## src/rtl/dtc_regs_pkg.sv

```systemverilog
package dtc_regs_pkg;
  localparam int EV_N   = 4;
  localparam int ST_LSB = 0;
  localparam int MK_LSB = 4;
  localparam int CL_LSB = 8;
  localparam int INT_W  = 12;

  // next flag state: a new event dominates a same-cycle clear
  function automatic logic [EV_N-1:0] flag_next(input logic [EV_N-1:0] cur,
                                                input logic [EV_N-1:0] ev,
                                                input logic [EV_N-1:0] clr);
    return ev | (cur & ~clr);
  endfunction

  function automatic logic irq_of(input logic [EV_N-1:0] st,
                                  input logic [EV_N-1:0] mk);
    return |(st & ~mk);
  endfunction

  // read view of the interrupt word: clear bits always read 0
  function automatic logic [INT_W-1:0] int_view(input logic [EV_N-1:0] st,
                                                input logic [EV_N-1:0] mk);
    return {{EV_N{1'b0}}, mk, st};
  endfunction
endpackage

```

## src/rtl/dtc_shadow_bank.sv

```systemverilog
module dtc_shadow_bank #(
  parameter int DATA_W = 32,
  parameter int N_REGS = 5
) (
  input  logic              clk,
  input  logic              rst_n,
  input  logic [N_REGS-1:0] we,
  input  logic [DATA_W-1:0] wd,
  input  logic              load,
  output logic [DATA_W-1:0] sh  [N_REGS],
  output logic [DATA_W-1:0] act [N_REGS]
);
  for (genvar g = 0; g < N_REGS; g++) begin : g_word
    always_ff @(posedge clk or negedge rst_n) begin
      if (!rst_n) begin
        sh[g]  <= '0;
        act[g] <= '0;
      end else begin
        if (we[g]) sh[g]  <= wd;
        if (load)  act[g] <= sh[g];
      end
    end
  end
endmodule

```

## src/rtl/dtc_irq_unit.sv

```systemverilog
module dtc_irq_unit
  import dtc_regs_pkg::*;
(
  input  logic             clk,
  input  logic             rst_n,
  input  logic             int_we,
  input  logic [INT_W-1:0] wd,
  input  logic [EV_N-1:0]  ev,
  output logic [EV_N-1:0]  clr,
  output logic [EV_N-1:0]  st,
  output logic [EV_N-1:0]  mk,
  output logic             irq
);
  logic [EV_N-1:0] wd_flags_unused;
  assign wd_flags_unused = wd[ST_LSB +: EV_N];
  assign clr = int_we ? wd[CL_LSB +: EV_N] : '0;

  always_ff @(posedge clk or negedge rst_n) begin
    if (!rst_n) begin
      st <= '0;
      mk <= '0;
    end else begin
      st <= flag_next(st, ev, clr);
      if (int_we) mk <= wd[MK_LSB +: EV_N];
    end
  end

  assign irq = irq_of(st, mk);
endmodule

```

## src/rtl/dtc_start_edge.sv

```systemverilog
module dtc_start_edge (
  input  logic clk,
  input  logic rst_n,
  input  logic load,
  input  logic sh_bit,
  input  logic act_bit,
  output logic go
);
  // the pulse is registered on the load edge, so it lines up with the active change
  always_ff @(posedge clk or negedge rst_n) begin
    if (!rst_n) go <= 1'b0;
    else        go <= load & sh_bit & ~act_bit;
  end
endmodule

```

## src/rtl/dtc_shadow_regs.sv

```systemverilog
module dtc_shadow_regs
  import dtc_regs_pkg::*;
#(
  parameter int ADDR_W  = 4,
  parameter int DATA_W  = 32,
  parameter int NUM_CFG = 4
) (
  input  logic                      clk,
  input  logic                      rst_n,
  input  logic                      wr_en,
  input  logic [ADDR_W-1:0]         wr_addr,
  input  logic [DATA_W-1:0]         wr_data,
  input  logic [ADDR_W-1:0]         rd_addr,
  output logic [DATA_W-1:0]         rd_data,
  input  logic [EV_N-1:0]           evt_in,
  output logic [DATA_W-1:0]         act_start,
  output logic [NUM_CFG*DATA_W-1:0] act_cfg,
  output logic                      frame_go,
  output logic                      irq
);
  localparam int N_REGS = NUM_CFG + 1;
  localparam int INT_A  = NUM_CFG + 1;
  localparam int DONE_A = NUM_CFG + 2;
  localparam int FLAT_W = N_REGS * DATA_W;

  logic [N_REGS-1:0] we_vec;
  logic              load_stb;
  logic              int_we;
  logic [DATA_W-1:0] sh  [N_REGS];
  logic [DATA_W-1:0] act [N_REGS];
  logic [FLAT_W-1:0] sh_flat;
  logic [FLAT_W-1:0] act_flat;
  logic [EV_N-1:0]   flag_q, mask_q, clr_vec;

  always_comb begin
    for (int i = 0; i < N_REGS; i++)
      we_vec[i] = wr_en && (wr_addr == ADDR_W'(i));
  end
  assign load_stb = wr_en && (wr_addr == ADDR_W'(DONE_A)) && wr_data[0];
  assign int_we   = wr_en && (wr_addr == ADDR_W'(INT_A));

  dtc_shadow_bank #(.DATA_W(DATA_W), .N_REGS(N_REGS)) bank_i (
    .clk(clk), .rst_n(rst_n), .we(we_vec), .wd(wr_data),
    .load(load_stb), .sh(sh), .act(act)
  );

  dtc_irq_unit irq_i (
    .clk(clk), .rst_n(rst_n), .int_we(int_we), .wd(wr_data[INT_W-1:0]),
    .ev(evt_in), .clr(clr_vec), .st(flag_q), .mk(mask_q), .irq(irq)
  );

  dtc_start_edge edge_i (
    .clk(clk), .rst_n(rst_n), .load(load_stb),
    .sh_bit(sh[0][0]), .act_bit(act[0][0]), .go(frame_go)
  );

  for (genvar g = 0; g < N_REGS; g++) begin : g_flat
    assign sh_flat[g*DATA_W +: DATA_W]  = sh[g];
    assign act_flat[g*DATA_W +: DATA_W] = act[g];
  end

  assign act_start = act[0];
  assign act_cfg   = act_flat[FLAT_W-1:DATA_W];

  always_comb begin
    rd_data = '0;
    for (int i = 0; i < N_REGS; i++)
      if (rd_addr == ADDR_W'(i)) rd_data = sh[i];
    if (rd_addr == ADDR_W'(INT_A))
      rd_data = DATA_W'(int_view(flag_q, mask_q));
  end
endmodule

```

## config.mk

```make
export PLATFORM = sky130hd
export DESIGN_NAME = dtc_shadow_regs
export DESIGN_NICKNAME = d
export VERILOG_FILES = /design/src/rtl/dtc_regs_pkg.sv /design/src/rtl/dtc_shadow_bank.sv /design/src/rtl/dtc_irq_unit.sv /design/src/rtl/dtc_start_edge.sv /design/src/rtl/dtc_shadow_regs.sv
export SDC_FILE = /design/constraint.sdc
export NUM_CORES = 1
export LEC_CHECK = 0
export BUFFER_PORTS_ARGS = -buffer_cell sky130_fd_sc_hd__clkbuf_2
export CAP_MARGIN = 20
export CORE_UTILIZATION = 40
export DETAILED_ROUTE_END_ITERATION = 7
export PLACE_DENSITY_LB_ADDON = 0.12
export RECOVER_POWER = 100
export SYNTH_ARGS = -nofsm -noshare
export SYNTH_HDL_FRONTEND = slang
export SYNTH_HIERARCHICAL = 1
export SYNTH_SLANG_ARGS = --single-unit
```

## constraint.sdc

```tcl
create_clock -name clk -period 1.7 [get_ports clk]
set_clock_uncertainty 0.15 [all_clocks]
set_input_delay 0.34 -clock clk [delete_from_list [all_inputs] [get_ports clk]]
set_output_delay 0.34 -clock clk [all_outputs]
set_load 0.05 [all_outputs]
```

# After elaboration in Yosys (flattened, before gate mapping)
# Index checks and enable logic that the tools add are counted.
# classes
eq_ne	11
muxes	7
bitwise	8
reduce_logical	11
# op_table
cell	count
2-to-1 mux 32 bit	6
equality test 4 x 3 -> 1 bit, second input constant	5
equality test 4 x 2 -> 1 bit, second input constant	4
bitwise AND 4 bit	2
equality test 4 x 1 -> 1 bit, second input constant	2
logical AND 1 bit	8
zero test 4 bit	2
inverter 4 bit	2
2-to-1 mux 4 bit	1
OR 4 bit	1
OR reduction 4 bit	1
bitwise AND 1 bit	2
inverter 1 bit	1
# word_totals
regBits	329
in_bits	47
output_inout_bits	194
wordCells	50

# Longest topological paths before layout
# Gate-level depths: netlist (run 1).
# depth
depth_word	7
ltp_mapped	7

# Modules after synthesis
# The synthesis (run 1) kept the hierarchy.
# by_module_without_submodules
mod	instances	cells_each	area_each_um2
dtc_shadow_bank	1	678	12283.0
dtc_shadow_regs	1	261	1712.9
dtc_irq_unit	1	29	364.1
dtc_start_edge	1	2	33.8

# Worst setup path before layout (run 1)
# OpenSTA, ideal clock, no wires.
# synth_timing
path_type	input to output
start	input rd_addr[3]
end	output rd_data[1]
arrival_ps	2111
slack_ps	-901
stages	6
n_path_buf	2
path_cell_list	buf_2 or2_1 buf_6 a21oi_1 a2bb2oi_1 o21ai_0
# synth_via
elab_chain_len	7
elab_cells_between_ends	12
cone_classes	eq/ne: 5; mux: 6; reduce/logical: 1
# synth_rtl
element	line	source
from (decl)	dtc_shadow_regs.sv:13	input logic [ADDR_W-1:0] rd_addr,
zero test 4 bit	dtc_shadow_regs.sv:68	if (rd_addr == ADDR_W'(i)) rd_data = sh[i];
2-to-1 mux 32 bit (5 in series)	dtc_shadow_regs.sv:68	
2-to-1 mux 32 bit (*)	dtc_shadow_regs.sv:69	if (rd_addr == ADDR_W'(INT_A))
to (decl)	dtc_shadow_regs.sv:14	output logic [DATA_W-1:0] rd_data,
# Mark *: on every way between the ends. The rest lies on a longest branch, timed or not.

# Worst setup path in the final report (run 1)
# layout_timing
start	register bank_i/sh[62] (netlist bit)
end	output rd_data[30]
# layout_via
elab_chain_len	3
# layout_rtl
element	line	source
from (decl)	dtc_shadow_bank.sv:10	output logic [DATA_W-1:0] sh [N_REGS],
from (signal, indexed assignment)	dtc_shadow_bank.sv:19	if (we[g]) sh[g] <= wd;
2-to-1 mux 32 bit (2 in series)	dtc_shadow_regs.sv:68	
2-to-1 mux 32 bit	dtc_shadow_regs.sv:69	
# Every way passes these cells.

==> results of run 1 <==
## how the worst min path moves through the flow
stage,to,from,depth (start not counted),slack (ns)
4_1_cts,bank_i/sh[70]$_DFFE_PN0P_,wr_data[6],2,0.001
6_report,irq_i/mk[2]$_DFFE_PN0P_,wr_data[6],2,0.008
3_5_place_dp,bank_i/act[23]$_DFFE_PN0P_,rst_n,1,0.09
2_1_floorplan,bank_i/act[0]$_DFFE_PN0P_,rst_n,0,-0.11
3_3_place_gp,bank_i/act[23]$_DFFE_PN0P_,rst_n,1,0.1
5_1_grt,irq_i/mk[2]$_DFFE_PN0P_,wr_data[6],2,-0.008
## worst max-delay path, delay by kind of cell, from the launching register on
kind | cells | cell delay, ns
AO/OA/AOI/OAI | 2 | 0.33
buffers and inverters | 1 | 0.15
flip-flops | 1 | 0.39
multiplexers | 1 | 0.27
AND/OR/NAND/NOR | 1 | 0.05
## flip-flops by register name, indices dropped and copies added, names as in the netlist
signal,count
bank_i/act,160
bank_i/sh,160
irq_i/mk,4
irq_i/st,4
edge_i/go,1
## repair_timing
action / in CTS / in global routing
setup endpoints to repair: 59 / 60
gates resized for setup: 144 / 67
pin swaps: 38 / 29
hold buffers: 28 / 0
hold endpoints to repair: 441 / 0
setup buffers: 45 / 6
cloned: 3 / 1
## power groups by stage
stage               clock network, W  registers, W  logic, W
floorplan                          0        0.0130   0.00311
global placement                   0        0.0109   0.00749
detailed placement                 0        0.0109   0.00756
CTS                          0.00848        0.0108   0.00829
finish                       0.00830        0.0108   0.00798
global route                 0.00882        0.0110   0.00840
## layer usage
metal,global-route usage (%),part of all wire (%),up-vias
li1,-,-,4409
met1,33.94,46,5128
met2,38.49,48,244
met3,3.709,4.4,54
met4,6.380,1.7,0
met5,0,0,-
## layout make-up
cell class / instances / area [µm²]
Antenna cell: 2 / 5.005
Clock buffer: 59 / 1194
Clock inverter: 10 / 86.33
Fill cell: 2934 / 15180
Inverter: 4 / 15.01
Multi-Input combinational cell: 564 / 6451
Sequential cell: 329 / 8235
Tap cell: 461 / 576.8
Timing Repair Buffer: 455 / 3740
## through the flow
stage | util [%] | power (W) | hold slack [ns] | setup WS [ns] | cells
floorplan | - | 0.01612 | -0.1056 | -0.2610 | 967
global placement | 51.14 | 0.01841 | 0.09638 | -0.5436 | 1730
detailed placement | 51.14 | 0.01850 | 0.09385 | -0.5883 | 1730
CTS | 58.25 | 0.02757 | 0.001313 | -0.5355 | 1875
global route | 57.21 | 0.02822 | -0.008147 | -0.5824 | 1883
finish | 57.22 | 0.02708 | 0.007837 | -0.4950 | 1884
## layout by cell type, fill, tap and decap left out, drive strengths merged
cell	count
mux2	329
clkinvlp	2
nor2b	3
dlygate4sd3	28
o2111ai	1
or3b	1
and3	1
a21oi	63
o22ai	23
o21ai	27
diode	2
nand3b	2
nor2	6
clkbuf	267
nand2b	8
bufinv	1
inv	5
dfrtp	329
a22oi	29
a2bb2oi	4
buf	219
nand2	17
o22a	28
a21o	7
a22o	4
clkinv	6
nor3b	2
o21bai	1
or2	2
nor3	3
and3b	2
and2	1
==> results.md, run 1 <==
- Outcome: finished, violations left
- Failing checks: setup timing
- Post-Synthesis Cells: 967
- Post-Syn Area per Cell: 14.87 µm²
- Pwr per Cell Area: 1334 nW/µm²
- Initial Utilization: 40.53%
- Final setup viols: 122
- FP Rows: 69
- Startpoint types: flop
- Via/cell ratio: 5.220
- Fin. max-slew vios: 0
- Grt total ovfl: 0
- Worst-path clk slew: 0.06 ns
- Design area: 20300 µm²
- DIE AREA: 36720 µm²
- Slew @ Worst Pin: 0.9424 ns
- Lkg Pwr: 9.537 nW
- PortBufs: 240
- I/O pin count: 241
- CTS tree: done
- Routed Antenna Nets: 0
- Worst Setup EP: rd_data[30]
- Worst-Skew Late Latency: 0.53 ns
- Setup ws final: -0.4950 ns
- Total core area: 35480 µm²
- Crit path arrival time: 1.70 ns
- Initial antenna violation count: 2
- Max_cap viols: 0
- RePlAce Congestion: 0.7699
- Fraction of layout cells with a size suffix above 1: 58.83%
- Drt pass-1 iters: 4
- Clk sinks: 329
- Post-synthesis instance area: 14380 µm²
- Total Routing Usage GR: 24.04%
- Bufs on Longest Clock Path: 3
- Initial DRC count: 509
- Die H: 191.6 µm
- Clock root buffer: clkbuf_16
- Hold Fails Final Rpt: 0
- P&R area growth vs syn: 41.17%
- R2r startpoint: bank_i/sh[70]$_DFFE_PN0P_
- Worst setup path start: bank_i/sh[62]$_DFFE_PN0P_
- Setup TNS: -15.07 ns
- Die Wd: 191.6 µm
- CTS H-Tree Depth: 2
- Crit path kind: flop to primary output
- Via count: 9835
- Hold Crit Class: input pin to flop
- Int Pwr: 0.01779 W
- Clock power share: 30.7%
- Number of buffers created by CTS: 39
- Crit end category: primary output
- YS warnings: 6
- Worst Path Max Fanout: 2
- Reg2Reg Setup Slack: 0.52 ns
- FF-to-FF path depth: 3
- Placed cell area: 18150 µm²
- CP max stage cell: dfrtp_1
- Comb pwr share: 29.5%
- Syn nets: 1014
- Flop pwr share: 39.9%
- Fmax: 0.4556 GHz
- Tmin final: 2.195 ns
- CP peak stage delay: 0.39 ns
- RSZ-0062 raised after global routing: yes
- Sw frac: 34.29%
- Period Utilization, post-route: 129.1%
- Drt wl/cell: 22.96 µm
- Largest net degree at the start of global routing: 44
- First-pass GRT wire length: 66.01 mm
- DRC: 0
- Sw Pwr: 0.009286 W
- Headroom to the max-slew limit: 37.18%
- Max VDD drop: 1.009 mV
- FF-to-FF End: bank_i/sh[70]$_DFFE_PN0P_
- CP cell instances: mux2_4, a22oi_2, o22a_1, nor2_4, buf_12
- Nets@finish: 1440
- Dpl hpwl: 29.26 mm
- Number of global-route vias before repair: 10520
- CP required: 1.21 ns
- Drt total wl: 43.26 mm
(Power assumes the default switching activity.)
==> inputs of run 2 (changes only) <==
Settings changed: SETUP_SLACK_MARGIN set to 0.4.
==> results.md, run 2 (synthesis results as in run 1) <==
- Via/cell ratio: 5.199 (-0.40%)
- Number of global-route vias before repair: 11310 (+7.4%)
- Placed cell area: 18580 µm² (+2.4%)
- DRC: 0 (unchanged)
- Total Routing Usage GR: 26.35% (+2.3 points)
- Drt wl/cell: 24.12 µm (+5.1%)
- # fillers: 2575 (-12%)
- CP cell instances: mux2_4, a22oi_2, o22a_1, nor2_4, buf_8
- Dpl hpwl: 28.68 mm (-2.0%)
- FF-to-FF End: bank_i/sh[132]$_DFFE_PN0P_
- Largest net degree at the start of global routing: 54 (+23%)
- Drt total wl: 49.28 mm (+14%)
- Number of buffers created by CTS: 38 (-2.6%)
- Register area: 8235 µm² (unchanged)
- Worst Path Max Fanout: 2 (unchanged)
- Hold EP: bank_i/sh[51]$_DFFE_PN0P_
- Fraction of layout cells with a size suffix above 1: 67.55% (+8.7 points)
- Area taken by multi-input logic gates: 7047 µm² (+9.2%)
- Tightest hold margin: 0.01602 ns (+0.008178 ns)
- Setup ws final: -0.4972 ns (-0.002265 ns)
- Final setup viols: 194 (+59%)
- Nets@finish: 1602 (+11%)
- CTS H-Tree Depth: 2 (unchanged)
- Initial antenna violation count: 1 (-1)
- WHS Path Cells: 2 (unchanged)
- Sw Pwr: 0.009688 W (+4.3%)
- Clock power share: 28.8% (-1.9 points)
- Leading cell types in the layout, fill and taps excluded: dfrtp_1, mux2_4, buf_4, clkbuf_4, clkbuf_16
- Period Utilization, post-route: 129.2% (+0.13 points)
- Initial Utilization: 40.53% (unchanged)
- Tmin final: 2.197 ns (+0.002265 ns)
- Worst-path clk slew: 0.06 ns (about the same)
- I/O pin count: 241 (unchanged)
- Design area: 23220 µm² (+14%)
- Failing checks: setup timing
- R2r startpoint: bank_i/sh[132]$_DFFE_PN0P_
- Max VDD drop: 1.058 mV (+4.9%)
- Startpoint types: flop
- Crit end category: primary output
- RePlAce Congestion: 0.7793 (+1.2%)
- Bufs on Longest Clock Path: 3 (unchanged)
- FF-to-FF path depth: 4 (+1)
- Outcome: finished, violations left
- Fin. max-slew vios: 0 (unchanged)
- First-pass GRT wire length: 71.86 mm (+8.9%)
- Fmax: 0.4551 GHz (-0.10%)
- Total core area: 35480 µm² (unchanged)
- Total Power: 0.02906 W (+7.3%)
- Worst-Skew Late Latency: 0.52 ns (about the same)
- Sw frac: 33.34% (-0.95 points)
- Headroom to the max-slew limit: 21.47% (-16 points)
- Clk sinks: 329 (unchanged)
- Pwr per Cell Area: 1252 nW/µm² (-6.2%)
- CP peak stage delay: 0.38 ns (about the same)
- Via count: 10620 (+8.0%)
- Slew @ Worst Pin: 1.178 ns (+0.2357 ns)
- Comb pwr share: 33.7% (+4.2 points)
- Max_cap viols: 0 (unchanged)
- Die H: 191.6 µm (unchanged)
- CTS tree: done
- Reg2Reg Setup Slack: 0.41 ns (-0.11 ns)
- FP Rows: 69 (unchanged)
- P&R area growth vs syn: 61.44%
- Lkg Pwr: 11.00 nW (+15%)
- Int Pwr: 0.01937 W (+8.9%)
- Hold Crit Class: input pin to flop
- Hold_sp: wr_data[19]
- CP max stage cell: dfrtp_1
- Initial DRC count: 487 (-4.3%)
- Drt pass-1 iters: 4 (unchanged)
- Most common cell after layout, fill and taps aside: dfrtp_1
- PortBufs: 240 (unchanged)
- Routed Antenna Nets: 0 (unchanged)
- RSZ-0062 raised after global routing: yes
- CP required: 1.21 ns (about the same)
- Hold Fails Final Rpt: 0 (unchanged)
- Crit path arrival time: 1.71 ns (about the same)
- Crit path kind: flop to primary output
- Clock root buffer: clkbuf_16
- Grt total ovfl: 0 (unchanged)
- Biggest regs: bank_i/act: 160 flops, bank_i/sh: 160 flops
- DIE AREA: 36720 µm² (unchanged)
- Flop pwr share: 37.5% (-2.4 points)
- Die Wd: 191.6 µm (unchanged)
## run 2: cell types whose count changed in the layout (fill, tap and decap cells not counted), moves of 8 or more
| cell | change |
|---|---|
| mux2_4 | +168 |
| buf_4 | +123 |
| clkbuf_4 | +118 |
| clkbuf_2 | -109 |
| mux2_2 | -100 |
| mux2_1 | -68 |
| buf_16 | +19 |
| buf_2 | -19 |
| buf_12 | +13 |
| buf_8 | +10 |
| clkbuf_1 | -8 |
## run 2: how the worst max path moves through the flow
| stage | startpoint | end | slack [ns] | cells after the start |
|---|---|---|---|---|
| 2_1_floorplan | rd_addr[3] | rd_data[25] | -0.26 | 6 |
| 3_3_place_gp | rd_addr[2] | rd_data[15] | -0.55 | 7 |
| 3_5_place_dp | rd_addr[2] | rd_data[15] | -0.60 | 7 |
| 4_1_cts | bank_i/sh[126]$_DFFE_PN0P_ | rd_data[30] | -0.55 | 5 |
| 5_1_grt | bank_i/sh[126]$_DFFE_PN0P_ | rd_data[30] | -0.56 | 5 |
| 6_report | bank_i/sh[126]$_DFFE_PN0P_ | rd_data[30] | -0.50 | 5 |
## run 2: what timing repair did
| item | CTS | global route |
|---|---|---|
| hold buffers | 27 | 0 |
| setup buffers | 126 | 48 |
| setup endpoints to repair | 508 | 514 |
| pin swaps | 34 | 28 |
| cloned | 20 | 9 |
| endpoints found under the hold margin | 421 | 0 |
| gates resized for setup | 473 | 246 |
## run 2: power groups by stage
stage	logic (W)	clock network [W]	registers (W)
4_1_cts	0.0102	0.00850	0.0109
3_5_place_dp	0.00801	0	0.0110
6_report	0.00980	0.00837	0.0109
2_1_floorplan	0.00342	0	0.0131
3_3_place_gp	0.00794	0	0.0109
5_1_grt	0.0103	0.00886	0.0110
## run 2: stage by stage
stage                     util, %  TNS [ns]  instances  setup slack [ns]
after floorplan                 -    -16.98        967           -0.2610
after global placement      52.36   -100.32       1746           -0.5484
after detailed placement    52.36   -101.85       1746           -0.5979
after CTS                   66.80    -14.10       1985           -0.5526
after global routing        65.43    -65.20       2042           -0.5610
final                       65.44    -22.18       2043           -0.4972
## run 2: critical path: cells and delay by family, from the launching register on
kind | cells | cell delay [ns]
flip-flops | 1 | 0.38
AND/OR/NAND/NOR | 1 | 0.05
multiplexers | 1 | 0.27
AO/OA/AOI/OAI | 2 | 0.33
buffers and inverters | 1 | 0.16
## run 2: cell type report
| class | instances | share of cell area (%) |
|---|---|---|
| multi-input combinational | 564 | 30.35 |
| sequential | 329 | 35.47 |
| timing repair buffer | 618 | 26.07 |
| tap | 461 | 2.484 |
| clock inverter | 9 | 0.3126 |
| antenna | 1 | 0.01078 |
| clock buffer | 57 | 5.238 |
| inverter | 4 | 0.06467 |
## run 2: per-layer routing
metal / GRT usage [%] / up-vias / wire (µm)
met2: 42.75 / 282 / 23960
met1: 37.19 / 5562 / 22360
li1: - / 4714 / -
met5: 0 / - / 0
met3: 3.928 / 64 / 2047
met4: 6.044 / 0 / 915
